**config.mk**
```make
export PLATFORM = sky130hd
export DESIGN_NAME = optprot_filter
export DESIGN_NICKNAME = d
export VERILOG_FILES = /design/src/rtl/optprot_pkg.sv /design/src/rtl/optprot_ctrl.sv /design/src/rtl/optprot_regs.sv /design/src/rtl/optprot_filter.sv
export SDC_FILE = /design/constraint.sdc
export NUM_CORES = 1
export LEC_CHECK = 0
export ABC_CLOCK_PERIOD_IN_PS = 7550
export BUFFER_PORTS_ARGS = -buffer_cell sky130_fd_sc_hd__clkbuf_2
export CORE_MARGIN = 2
export CORE_UTILIZATION = 65
export DETAILED_ROUTE_END_ITERATION = 12
export HOLD_SLACK_MARGIN = 0.1
export PLACE_DENSITY = 0.91
export SETUP_SLACK_MARGIN = 0.4
export SYNTH_ARGS = -nofsm -noshare
export SYNTH_HDL_FRONTEND = slang
export SYNTH_HIERARCHICAL = 1
export SYNTH_SLANG_ARGS = --single-unit
```
**constraint.sdc**
```tcl
create_clock -name clk -period 7.55 [get_ports clk]
set_input_delay 1.1325 -clock clk [delete_from_list [all_inputs] [get_ports clk]]
set_output_delay 1.1325 -clock clk [all_outputs]
set_load 0.005 [all_outputs]
```
**src/rtl/optprot_pkg.sv**
```systemverilog
package optprot_pkg;

  typedef enum logic [2:0] {
    PC_NONE,
    PC_OPEN,
    PC_ALWAYS_SP,
    PC_PRIV,
    PC_SEC_PRIV,
    PC_OPTION
  } protClass_e;

  localparam int A_ACCESS  = 0;
  localparam int A_GUARD   = 1;
  localparam int A_STATUS  = 2;
  localparam int A_OPTION  = 3;
  localparam int A_WRPROT  = 4;
  localparam int A_SECATTR = 5;
  localparam int A_BOOTVEC = 6;

  typedef struct packed {
    logic commit;
    logic reject;
  } wrStrobe_t;

  function automatic protClass_e classOf(input int a);
    case (a)
      A_ACCESS, A_STATUS:   classOf = PC_OPEN;
      A_GUARD:              classOf = PC_ALWAYS_SP;
      A_OPTION:             classOf = PC_OPTION;
      A_WRPROT:             classOf = PC_PRIV;
      A_SECATTR, A_BOOTVEC: classOf = PC_SEC_PRIV;
      default:              classOf = PC_NONE;
    endcase
  endfunction

  function automatic logic isStorage(input int a);
    isStorage = (classOf(a) != PC_NONE) && (a != A_STATUS);
  endfunction

endpackage

```
**src/rtl/optprot_ctrl.sv**
```systemverilog
module optprot_ctrl
  import optprot_pkg::*;
#(
  parameter int DATA_W = 32,
  parameter int ADDR_W = 3,
  parameter logic [DATA_W-1:0] SEC_MASK = 32'hFFFF_0000
) (
  input  logic              clk,
  input  logic              rstN,
  input  logic              secEn,
  input  logic              privModeEn,
  input  logic              wrEn,
  input  logic [ADDR_W-1:0] addr,
  input  logic [DATA_W-1:0] wrData,
  input  logic              cpuId,
  input  logic              attrSec,
  input  logic              attrPriv,
  input  logic [DATA_W-1:0] optCur,
  output wrStrobe_t         stb
);

  logic       locked;
  logic       secChange;
  logic       allow;
  protClass_e cls;

  always_comb begin
    locked    = secEn & privModeEn;
    cls       = classOf(int'(addr));
    secChange = |((wrData ^ optCur) & SEC_MASK);
    case (cls)
      PC_OPEN:      allow = 1'b1;
      PC_ALWAYS_SP: allow = attrSec & attrPriv;
      PC_PRIV:      allow = !locked | attrPriv;
      PC_SEC_PRIV:  allow = (!secEn | attrSec) & (!locked | attrPriv);
      PC_OPTION:    allow = !locked |
                            (attrPriv & (!secChange | (cpuId & attrSec)));
      default:      allow = 1'b0;
    endcase
    stb.commit = wrEn & (cls != PC_NONE) & allow;
    stb.reject = wrEn & (cls != PC_NONE) & !allow;
  end

  // with security off, the privilege-mode input must not block the write-protect register
  assert_privmode_ignored_R3: assert property (@(posedge clk) disable iff (!rstN)
    (wrEn && !secEn && int'(addr) == A_WRPROT) |-> stb.commit);

  // CPU1 changing secure option bits while locked is refused
  assert_cpu1_secure_refused_R4: assert property (@(posedge clk) disable iff (!rstN)
    (wrEn && !cpuId && secEn && privModeEn && int'(addr) == A_OPTION &&
     ((wrData ^ optCur) & SEC_MASK) != '0) |-> stb.reject);

  // the guard register refuses anything not secure and privileged
  assert_guard_needs_sp_R2: assert property (@(posedge clk) disable iff (!rstN)
    (wrEn && int'(addr) == A_GUARD && !(attrSec && attrPriv)) |-> !stb.commit);

  // commit and reject never occur together
  assert_strobe_exclusive_R8: assert property (@(posedge clk) disable iff (!rstN)
    !(stb.commit && stb.reject));

endmodule

```
**src/rtl/optprot_regs.sv**
```systemverilog
module optprot_regs
  import optprot_pkg::*;
#(
  parameter int DATA_W = 32,
  parameter int ADDR_W = 3
) (
  input  logic              clk,
  input  logic              rstN,
  input  wrStrobe_t         stb,
  input  logic [ADDR_W-1:0] addr,
  input  logic [DATA_W-1:0] wrData,
  output logic [DATA_W-1:0] rdData,
  output logic [DATA_W-1:0] optCur,
  output logic              irq
);

  localparam int NUM_SLOTS = 1 << ADDR_W;

  logic [NUM_SLOTS-1:0][DATA_W-1:0] slotRd;
  logic flagQ;
  logic irqEnQ;
  logic statusWr;

  for (genvar i = 0; i < NUM_SLOTS; i++) begin : gSlot
    if (isStorage(i)) begin : gStore
      logic [DATA_W-1:0] q;
      always_ff @(posedge clk or negedge rstN) begin
        if (!rstN)                                q <= '0;
        else if (stb.commit && int'(addr) == i)   q <= wrData;
      end
      assign slotRd[i] = q;
    end else begin : gEmpty
      assign slotRd[i] = '0;
    end
  end

  assign statusWr = stb.commit && int'(addr) == A_STATUS;

  always_ff @(posedge clk or negedge rstN) begin
    if (!rstN) begin
      flagQ  <= 1'b0;
      irqEnQ <= 1'b0;
    end else begin
      if (stb.reject)                flagQ <= 1'b1;
      else if (statusWr && wrData[0]) flagQ <= 1'b0;
      if (statusWr) irqEnQ <= wrData[1];
    end
  end

  always_comb begin
    if (int'(addr) == A_STATUS) begin
      rdData    = '0;
      rdData[0] = flagQ;
      rdData[1] = irqEnQ;
    end else begin
      rdData = slotRd[addr];
    end
  end

  assign optCur = slotRd[A_OPTION];
  assign irq    = flagQ & irqEnQ;

  // a refused write leaves every stored register unchanged
  assert_reject_keeps_regs_R8: assert property (@(posedge clk) disable iff (!rstN)
    stb.reject |=> $stable(slotRd));

  // a refused write raises the flag at the next edge
  assert_reject_sets_flag_R8: assert property (@(posedge clk) disable iff (!rstN)
    stb.reject |=> flagQ);

  // the flag stays set unless a status write with bit 0 set clears it
  assert_flag_sticky_R9: assert property (@(posedge clk) disable iff (!rstN)
    (flagQ && !(statusWr && wrData[0])) |=> flagQ);

  // the unmapped slot always reads zero
  assert_unmapped_zero_R10: assert property (@(posedge clk) disable iff (!rstN)
    slotRd[NUM_SLOTS-1] == '0);

endmodule

```
**src/rtl/optprot_filter.sv**
```systemverilog
module optprot_filter
  import optprot_pkg::*;
#(
  parameter int DATA_W = 32,
  parameter int ADDR_W = 3,
  parameter logic [DATA_W-1:0] SEC_MASK = 32'hFFFF_0000
) (
  input  logic              clk,
  input  logic              rstN,
  input  logic              secEn,
  input  logic              privModeEn,
  input  logic              wrEn,
  input  logic [ADDR_W-1:0] addr,
  input  logic [DATA_W-1:0] wrData,
  input  logic              cpuId,
  input  logic              attrSec,
  input  logic              attrPriv,
  output logic [DATA_W-1:0] rdData,
  output logic              irq
);

  wrStrobe_t         stb;
  logic [DATA_W-1:0] optCur;

  optprot_ctrl #(.DATA_W(DATA_W), .ADDR_W(ADDR_W), .SEC_MASK(SEC_MASK)) uCtrl (
    .clk(clk), .rstN(rstN), .secEn(secEn), .privModeEn(privModeEn),
    .wrEn(wrEn), .addr(addr), .wrData(wrData), .cpuId(cpuId),
    .attrSec(attrSec), .attrPriv(attrPriv), .optCur(optCur), .stb(stb)
  );

  optprot_regs #(.DATA_W(DATA_W), .ADDR_W(ADDR_W)) uRegs (
    .clk(clk), .rstN(rstN), .stb(stb), .addr(addr), .wrData(wrData),
    .rdData(rdData), .optCur(optCur), .irq(irq)
  );

endmodule

```
==> impl_metrics.json, run 1 <==
{
  "r2r-start": "uRegs/optCur[18]",
  "synthTopCellsByArea": "dfrtp_1 53%, mux2_2 26%, mux2i_1 3.7%",
  "dp_hpwl_mm": 12.01,
  "cts_root_buf": "clkbuf_16",
  "grt_pass1_vias": 6253,
  "holdWs_ns": 0.4930,
  "clock_latency_ns": 0.43,
  "hold_path_class": "flip-flop to flip-flop",
  "status": "finished clean",
  "synth_fp_nets": 696,
  "slowest_stage": "buf_2",
  "reg2reg_setup_slack_ns": 3.47,
  "die_y_um": 123.2,
  "synthArstFlopShare": 1.000,
  "tns_ns": 0,
  "dr.pass1.iters": 5,
  "wl_per_cell_um": 22.29,
  "yosysWarnings": 6,
  "timing.final.crit_share": 0.7061,
  "yosysSeqAreaShare": 0.5253,
  "finalHoldViolCount": 0,
  "grt_max_degree": 111,
  "fp.dieW_um": 123.2,
  "h-tree-depth": 4,
  "cp_top_family": "buffers and inverters",
  "worstHoldStart": "uRegs/gSlot[4].gStore.q[30]",
  "slew-limit-headroom": 0.2306,
  "die_area_um2": 15190,
  "syn_area_um2": 9241,
  "ir_drop_v": 0.0001630,
  "start_kind": "primary input",
  "cts_inserted_buffers": 17,
  "cts_setup_buffers": 0,
  "tritoncts": "done",
  "synth_top_area_share": 0.5253,
  "synthTopCellsByCount": "216 x mux2_2, 194 x dfrtp_1, 34 x mux2i_1",
  "synth-edff-count": 0,
  "critical_path_cell_count": 7,
  "drv_cap": 0,
  "drt-initial-drc-count": 533,
  "synth_cell_types": 36,
  "setup_viol": 0,
  "detailed_place.area_um2": 9627,
  "antennaDiodeCount": 0,
  "grt_antenna_before_repair": 0,
  "path_class": "primary input to primary output",
  "timing.rr.end": "uRegs/gSlot[1].gStore.q[31]",
  "cp-end-kind": "primary output",
  "area_delta_synth_final_pct": 10.86,
  "required_ns": 6.42,
  "synth_most_common_cell": "mux2_2",
  "overflow": 0,
  "synth_largest_area_cell": "dfrtp_1",
  "hold_end": "uRegs/gSlot[4].gStore.q[30]",
  "clock.fmax_mhz": 187.6,
  "avgSynthCellArea_um2": 14.15,
  "ant_nets": 0,
  "synth_seq_cells": 194,
  "vias_per_cell": 6.540,
  "worst_pin_slew_ns": 1.154,
  "grt_setup_unrepaired": "no",
  "slew_violations": 0,
  "crit_top_cell": "buf_4",
  "p_leak_uw": 0.004630,
  "path_buf_inv": 4,
  "clock_skew_ns": 0.006651,
  "holdBufCountCts": 0,
  "rows": 43,
  "post_cts_resized": 0,
  "gp_congestion": 0.7637,
  "wl_mm": 20.06,
  "port_buffers": 75,
  "cts.sinks": 194,
  "crit_fanout": 53,
  "ff2ff_path_depth": 9,
  "max_stage_delay_ns": 0.85,
  "period_minus_slack_ns": 5.331,
  "hold_depth": 1,
  "via_count": 5886,
  "route.detailed.drc": 0,
  "drive_gt1_frac": 0.4792,
  "cp_cell_sequence": "buf_2 > buf_4 > nor2b_2 > buf_4 > a2bb2oi_1 > a21oi_1 > clkbuf_2",
  "design_area_um2": 10240,
  "power_density_nw_per_um2": 305.7,
  "syn_inst": 653,
  "synthFlopType": "dfrtp_1",
  "core-area_um2": 13880,
  "finalNetCount": 750,
  "fin_util": 0.7381,
  "ioPinCount": 76,
  "grt_use_total": 0.2774,
  "clockBufferDepth": 2,
  "arrival_ns": 4.20,
  "grt_pass1_wl_mm": 31.83,
  "cts.reportedPaths.clkPinSlew_ns": 0.07,
  "initial_core_util": 0.6658
}
[cell usage in the layout, fill, tap and decap left out, types with 3 or more instances in the layout]
cell type   synthesis  final
nor2_1              4      3
dfrtp_1           194    194
nand2_1             3      3
buf_4              10     10
a221oi_1           30     30
mux2_1              9      9
nor4_2              4      4
nand3b_1            3      3
nor3b_1             3      3
clkbuf_16           0     17
bufinv_16           0      3
mux2_2            216    216
nand4b_4            3      3
a21oi_1            31     31
inv_6               0      4
clkbuf_2            0     71
clkinvlp_4          0      3
a2bb2oi_1          30     30
mux2i_1            34     34
xor2_1             16     16
o21ai_0             3      3
clkinv_4            0      3
[flip-flops by register name, indices dropped and copies added (netlist names)]
register              flops
uRegs/optCur             32
uRegs/irqEnQ              1
uRegs/gSlot.gStore.q    160
uRegs/flagQ               1
[through the flow]
step / total power (uW) / cells / setup WS [ns]
3_5_place_dp: 2203 / 868 / 2.325
4_1_cts: 3143 / 900 / 2.311
3_3_place_gp: 2129 / 868 / 2.462
6_report: 3132 / 900 / 2.219
2_1_floorplan: 1985 / 653 / 4.294
5_1_grt: 3277 / 900 / 2.091
[logic make-up after synthesis]
kind of cell | Yosys count | share of synthesized area
AOI/OAI and AO/OA | 101 | 0.08164
xor gates and xnor gates | 16 | 0.01516
buffers and inverters | 50 | 0.03277
DFF | 194 | 0.5253
muxes | 259 | 0.3110
and+or+nand+nor | 33 | 0.03412
[final cells by class]
type / count / area (um^2)
flip-flops and latches: 194 / 4855
multi-input cells: 409 / 4089
fillers: 841 / 3636
repair buffers: 84 / 454.2
clock buffers: 18 / 439.2
well taps: 180 / 225.2
clock inverters: 14 / 178.9
inverters: 1 / 3.754
[where the power goes]
part / total [uW] / leakage, uW / switching [uW] / internal, uW
clock network: 934 / 0.000294 / 399 / 535
logic: 676 / 0.00196 / 278 / 399
registers: 1520 / 0.00238 / 175 / 1350
total: 3130 / 0.00463 / 852 / 2280
[per-layer routing]
layer	vias to the layer above	GRT usage	share of wire	wire, um
li1	2560	-	-	-
met1	3075	0.3497	0.42	8420
met2	205	0.4705	0.50	10120
met3	46	0.05627	0.051	1027
met4	0	0.1122	0.025	492
met5	-	0	0	0
[worst max-delay path by stage]
stage	from	end	slack [ns]
floorplan	addr[1]	rdData[10]	4.29
global placement	addr[0]	rdData[23]	2.46
detailed placement	addr[0]	rdData[23]	2.33
CTS	addr[0]	rdData[23]	2.31
global route	addr[0]	rdData[23]	2.09
finish	addr[0]	rdData[23]	2.22
Power figures use the tool's default switching activity.
==> inputs of run 2 (changes only) <==
- ABC_AREA: unset -> 1
- ABC_CLOCK_PERIOD_IN_PS: 7550 -> 5500
- CORE_UTILIZATION: 65 -> 60
- PLACE_DENSITY: 0.91 -> 0.85
- clock period: 7.55 -> 5.5 ns (I/O delays scaled with it)
==> run 2 against run 1 <==
  * Sequential power increased by 32%
  * Clock skew increased by 0.0032 ns
  * Die area increased by 6.0%
  * Total power increased by 29%
  * Utilization decreased by 5.6 points
==> impl_metrics.json, run 2 <==
{
  "synthFlopType": "dfrtp_1",
  "grt_max_degree": 102,
  "tritoncts": "done",
  "cp-startpoint": "addr[0]",
  "final_cells": 1391,
  "post_cts_resized": 0,
  "swShare": 0.2905,
  "final_cell_mix": "519 x nand2_1, 194 x dfrtp_1, 103 x o21ai_1",
  "via_count": 7703,
  "synthArstFlopShare": 1.000,
  "crit_end": "rdData[16]",
  "yosysWarnings": 6,
  "synth_fp_nets": 1205,
  "holdBufCountCts": 0,
  "p_leak_uw": 0.005265,
  "clock_skew_ns": 0.009880,
  "wl_mm": 21.12,
  "finalHoldViolCount": 0,
  "power.net_switching_uw": 1172,
  "drive_gt1_frac": 0.1044,
  "pre_cts_slack_ns": 1.685,
  "cts.sinks": 194,
  "cts_root_buf": "clkbuf_16",
  "rows": 44,
  "cts_inserted_buffers": 17,
  "synthTopCellsByCount": "519 x nand2_1, 194 x dfrtp_1, 103 x o21ai_1",
  "synthTopCellsByArea": "dfrtp_1 54%, nand2_1 21%, o21ai_1 5.7%",
  "status": "finished clean",
  "grt_setup_unrepaired": "no",
  "route.detailed.drc": 0,
  "power_density_nw_per_um2": 404.2,
  "p_comb_frac": 0.177,
  "holdWs_ns": 0.4748,
  "slew-limit-headroom": 0.2495,
  "clockBufferDepth": 2,
  "dp.cells": 1360,
  "avgSynthCellArea_um2": 7.799,
  "finalNetCount": 1238,
  "grt_pass1_wl_mm": 35.55,
  "fin_util": 0.6816,
  "fill_cells": 1221,
  "reg2reg_setup_slack_ns": 2.59,
  "dr.pass1.iters": 6,
  "die_area_um2": 16100,
  "die_y_um": 126.9,
  "setup_viol": 0,
  "gp_congestion": 0.7994,
  "hold_path_class": "primary input to asynchronous set/reset pin",
  "slew_violations": 0,
  "overflow": 0,
  "syn_area_um2": 9062,
  "largest_reg_flops": 160,
  "timing.rr.end": "uRegs/optCur[13]",
  "period_minus_slack_ns": 3.544,
  "timing.final.crit_share": 0.6444,
  "h-tree-depth": 4,
  "dp_hpwl_mm": 11.86,
  "core-area_um2": 14640,
  "cp-end-kind": "primary output",
  "drv_cap": 0,
  "ant_nets": 0,
  "synth_cell_types": 23,
  "clock_latency_ns": 0.44,
  "synth_seq_cells": 194,
  "tns_ns": 0,
  "share_seq_of_total_power": 0.495,
  "fp.dieW_um": 126.9,
  "port_buffers": 75,
  "worst_pin_slew_ns": 1.122,
  "ir_drop_v": 0.0002639,
  "clock.fmax_mhz": 282.2,
  "final_common_cell": "nand2_1",
  "area_delta_synth_final_pct": 10.13,
  "clkPwrFrac": 0.328,
  "required_ns": 4.68,
  "syn_inst": 1162,
  "synth_most_common_cell": "nand2_1",
  "start_kind": "primary input",
  "synth_largest_area_cell": "dfrtp_1",
  "ioPinCount": 76,
  "largest-register": "uRegs/gSlot.gStore.q",
  "antennaDiodeCount": 0,
  "setup_ws_ns": 1.956,
  "ff2ff_path_depth": 15,
  "cts.reportedPaths.clkPinSlew_ns": 0.07,
  "yosysSeqAreaShare": 0.5357,
  "drt-initial-drc-count": 932,
  "grt_antenna_before_repair": 0,
  "grt_pass1_vias": 7325,
  "arrival_ns": 2.72,
  "path_class": "primary input to primary output",
  "p_int_uw": 2862,
  "wl_per_cell_um": 15.18,
  "crit_fanout": 62,
  "initial_core_util": 0.6188,
  "synth_top_area_share": 0.5357,
  "vias_per_cell": 5.538,
  "r2r-start": "uRegs/optCur[18]",
  "cts_setup_buffers": 0,
  "grt_use_total": 0.2766,
  "synth-edff-count": 0
}
-- run 2: changes by cell type after synthesis, sizes merged, moves of 26 or more --
cell,before,now
mux2i,34,0
nand2,3,525
a21oi,31,4
a221oi,30,0
inv,1,68
o21ai,3,197
a2bb2oi,30,0
mux2,225,0
nand3,1,76
nor2,4,30
-- run 2: final cells by class --
type | count | area [um^2] | area share
Clock buffer | 19 | 452.9 | 0.04538
Inverter | 69 | 261.5 | 0.02620
Tap cell | 184 | 230.2 | 0.02307
Clock inverter | 12 | 177.7 | 0.01780
Timing Repair Buffer | 78 | 406.6 | 0.04074
Multi-Input combinational cell | 835 | 3597 | 0.3604
Sequential cell | 194 | 4855 | 0.4864
-- run 2: how the worst min path moves through the flow --
stage	from	end	slack [ns]	cells after the start
2_1_floorplan	uRegs/gSlot[0].gStore.q[10]	uRegs/gSlot[0].gStore.q[10]	0.45	2
3_3_place_gp	uRegs/gSlot[4].gStore.q[14]	uRegs/gSlot[4].gStore.q[14]	0.47	2
3_5_place_dp	uRegs/gSlot[4].gStore.q[13]	uRegs/gSlot[4].gStore.q[13]	0.47	2
4_1_cts	rstN	uRegs/gSlot[6].gStore.q[1]	0.49	1
5_1_grt	uRegs/gSlot[0].gStore.q[11]	uRegs/gSlot[0].gStore.q[11]	0.50	2
6_report	rstN	uRegs/gSlot[6].gStore.q[1]	0.47	1
-- run 2: cell families after synthesis --
group	count (synthesis)	share of synthesized area
buffers and inverters	133	0.06737
AND/OR/NAND/NOR	633	0.2843
flip-flops	194	0.5357
AO/OA/AOI/OAI	202	0.1127
-- run 2: worst max-delay path, stage by stage --
cell,delay [ns]
clkbuf_2,0.34
inv_2,0.14
nor2_8,0.78
nand2_1,0.15
nand3_1,0.13
nand2_1,0.06
nand2_1,0.13
clkbuf_2,0.12
-- run 2: layer usage --
metal | track usage | vias to the layer above | wire length [um]
li1 | - | 3740 | -
met1 | 0.3739 | 3642 | 9368
met2 | 0.4507 | 281 | 9968
met3 | 0.05314 | 40 | 1377
met4 | 0.1021 | 0 | 407
met5 | 0 | - | 0
-- run 2: power groups by stage --
| stage | Clock [uW] | Combinational (uW) | Sequential (uW) |
|---|---|---|---|
| 5_1_grt | 1400 | 838 | 2040 |
| 2_1_floorplan | 0 | 519 | 1960 |
| 6_report | 1320 | 713 | 2000 |
| 3_5_place_dp | 0 | 706 | 2010 |
| 4_1_cts | 1340 | 715 | 1990 |
| 3_3_place_gp | 0 | 670 | 2000 |
-- run 2: through the flow --
stage	total power [uW]	area, um^2
2_1_floorplan	2479	9062
4_1_cts	4043	9981
3_3_place_gp	2668	9350
6_report	4034	9981
3_5_place_dp	2719	9350
5_1_grt	4278	9981
==> inputs of run 3 (changes only) <==
- ABC_CLOCK_PERIOD_IN_PS: 5500 -> 3600
- clock period: 5.5 -> 3.6 ns (I/O delays scaled with it)
==> run 3 against run 2 <==
  * Non-clock buffer count grew 10
  * Critical path depth grew 1
  * Utilization grew 0.33 points
==> impl_metrics.json, run 3 (same netlist as run 2, synthesis figures left out) <==
{
  "dr.pass1.iters": 6,
  "power.net_switching_uw": 1786,
  "post_cts_resized": 0,
  "worst_pin_slew_ns": 0.7886,
  "crit_top_cell": "nand2_1",
  "swShare": 0.3020,
  "tns_ns": 0,
  "area_delta_synth_final_pct": 10.67,
  "pre_cts_slack_ns": 0.5979,
  "wl_mm": 22.23,
  "core-area_um2": 14640,
  "vias_per_cell": 5.603,
  "ir_drop_v": 0.0003559,
  "p_leak_uw": 0.005290,
  "period_minus_slack_ns": 2.732,
  "final_cell_mix": "519 x nand2_1, 194 x dfrtp_1, 103 x o21ai_1",
  "clockBufferDepth": 2,
  "grt_pass1_wl_mm": 37.06,
  "route.detailed.drc": 0,
  "fp.dieW_um": 126.9,
  "slew-limit-headroom": 0.4743,
  "power_density_nw_per_um2": 589.8,
  "cts_inserted_buffers": 17,
  "share_seq_of_total_power": 0.517,
  "h-tree-depth": 4,
  "cp_cell_sequence": "clkbuf_2 > inv_2 > nor2_8 > buf_12 > nand2_1 > nand3_1 > nand2_1 > nand2_1 > clkbuf_2",
  "timing.final.crit_share": 0.7588,
  "start_kind": "primary input",
  "status": "finished clean",
  "dp_hpwl_mm": 13.04,
  "grt_setup_unrepaired": "no",
  "rows": 44,
  "largest_reg_flops": 160,
  "final_common_cell": "nand2_1",
  "holdBufCountCts": 0,
  "hold_path_class": "primary input to asynchronous set/reset pin",
  "die_y_um": 126.9,
  "grt_antenna_before_repair": 0,
  "required_ns": 3.06,
  "grt_use_total": 0.2904,
  "cts_setup_buffers": 0,
  "crit_fanout": 39,
  "gp_congestion": 0.7914,
  "largest-register": "uRegs/gSlot.gStore.q",
  "ioPinCount": 76,
  "drt-initial-drc-count": 824,
  "p_int_uw": 4129,
  "finalHoldViolCount": 0,
  "max_stage_delay_ns": 0.37,
  "drv_cap": 0,
  "setup_ws_ns": 0.8682,
  "cp-end-kind": "primary output",
  "p_comb_frac": 0.189,
  "setup_viol": 0,
  "clock_skew_ns": 0.006991,
  "path_class": "primary input to primary output",
  "wl_per_cell_um": 15.85,
  "ant_nets": 0,
  "grt_pass1_vias": 7590,
  "path_buf_inv": 4,
  "port_buffers": 75,
  "clock_latency_ns": 0.43,
  "via_count": 7855,
  "initial_core_util": 0.6188,
  "die_area_um2": 16100,
  "drive_gt1_frac": 0.1100,
  "clock.fmax_mhz": 366.1,
  "cts.reportedPaths.clkPinSlew_ns": 0.07,
  "power_uw": 5915,
  "fin_util": 0.6849,
  "grt_max_degree": 100,
  "overflow": 0,
  "antennaDiodeCount": 0,
  "clkPwrFrac": 0.294,
  "cp_top_family": "buffers and inverters",
  "arrival_ns": 2.19,
  "tritoncts": "done",
  "slew_violations": 0,
  "cts.sinks": 194,
  "cts_root_buf": "clkbuf_16",
  "finalNetCount": 1248,
  "slowest_stage": "nor2_8"
}
-- run 3: cell count changes in the layout (fill, tap and decap cells not counted), sizes merged --
cell	change
buf	+10
bufinv	-3
clkinv	+3
clkinvlp	+2
inv	-2
clkbuf	+1
-- run 3: worst register-to-register path, stage by stage (launching register included) --
cell,delay [ns]
dfrtp_1,0.42
inv_1,0.06
nand2_1,0.05
nand2_1,0.05
nor2_1,0.19
nand2_1,0.10
nor2_1,0.12
nand2_1,0.10
nand2_1,0.06
nand2_1,0.07
a21oi_2,0.17
inv_1,0.11
nor2_8,0.13
nand2_2,0.32
buf_12,0.32
nand2_1,0.09
o21ai_0,0.09
-- run 3: worst paths after layout --
check                                           start                     endpoint  slack, ns  depth (start not counted)
max                                           addr[0]                    rdData[8]       0.87                          9
min                                              rstN   uRegs/gSlot[5].gStore.q[0]       0.19                          1
max reg2reg                          uRegs/optCur[18]   uRegs/gSlot[0].gStore.q[1]       1.01                         16
min reg2reg                uRegs/gSlot[4].gStore.q[3]   uRegs/gSlot[4].gStore.q[3]       0.49                          2
max in group asynchronous                        rstN  uRegs/gSlot[5].gStore.q[18]       2.42                          2
min in group clk                            wrData[5]   uRegs/gSlot[1].gStore.q[5]       0.44                          3
-- run 3: layout make-up --
class,instances,area [um^2]
inverter,69,261.5
timing repair buffer,88,556.8
fill,1159,4614
sequential,194,4855
tap,184,230.2
multi-input combinational,835,3597
clock buffer,20,436.7
clock inverter,12,92.59
-- run 3: power by group through the flow --
| stage | combinational (uW) | clock [uW] | sequential (uW) |
|---|---|---|---|
| 3_5_place_dp | 1110 | 0 | 3070 |
| 5_1_grt | 1300 | 1850 | 3120 |
| 6_report | 1120 | 1740 | 3060 |
| 4_1_cts | 1120 | 1750 | 3050 |
| 2_1_floorplan | 794 | 0 | 2990 |
| 3_3_place_gp | 1050 | 0 | 3060 |
-- run 3: stage by stage --
stage / std cells / area, um^2 / hold slack, ns
final: 1402 / 10030 / 0.1908
after global routing: 1402 / 10030 / 0.2597
after CTS: 1402 / 10030 / 0.2247
after detailed placement: 1370 / 9500 / 0.4731
after global placement: 1370 / 9500 / 0.4659
after floorplan: 1162 / 9062 / 0.2444
-- run 3: per-layer routing --
layer  vias to the layer above  wire, um  GRT usage
li1                       3779         -          -
met1                      3672      9417     0.3979
met2                       345     10620     0.4671
met3                        59      1637    0.04555
met4                         0       553     0.1228
met5                         -         0          0
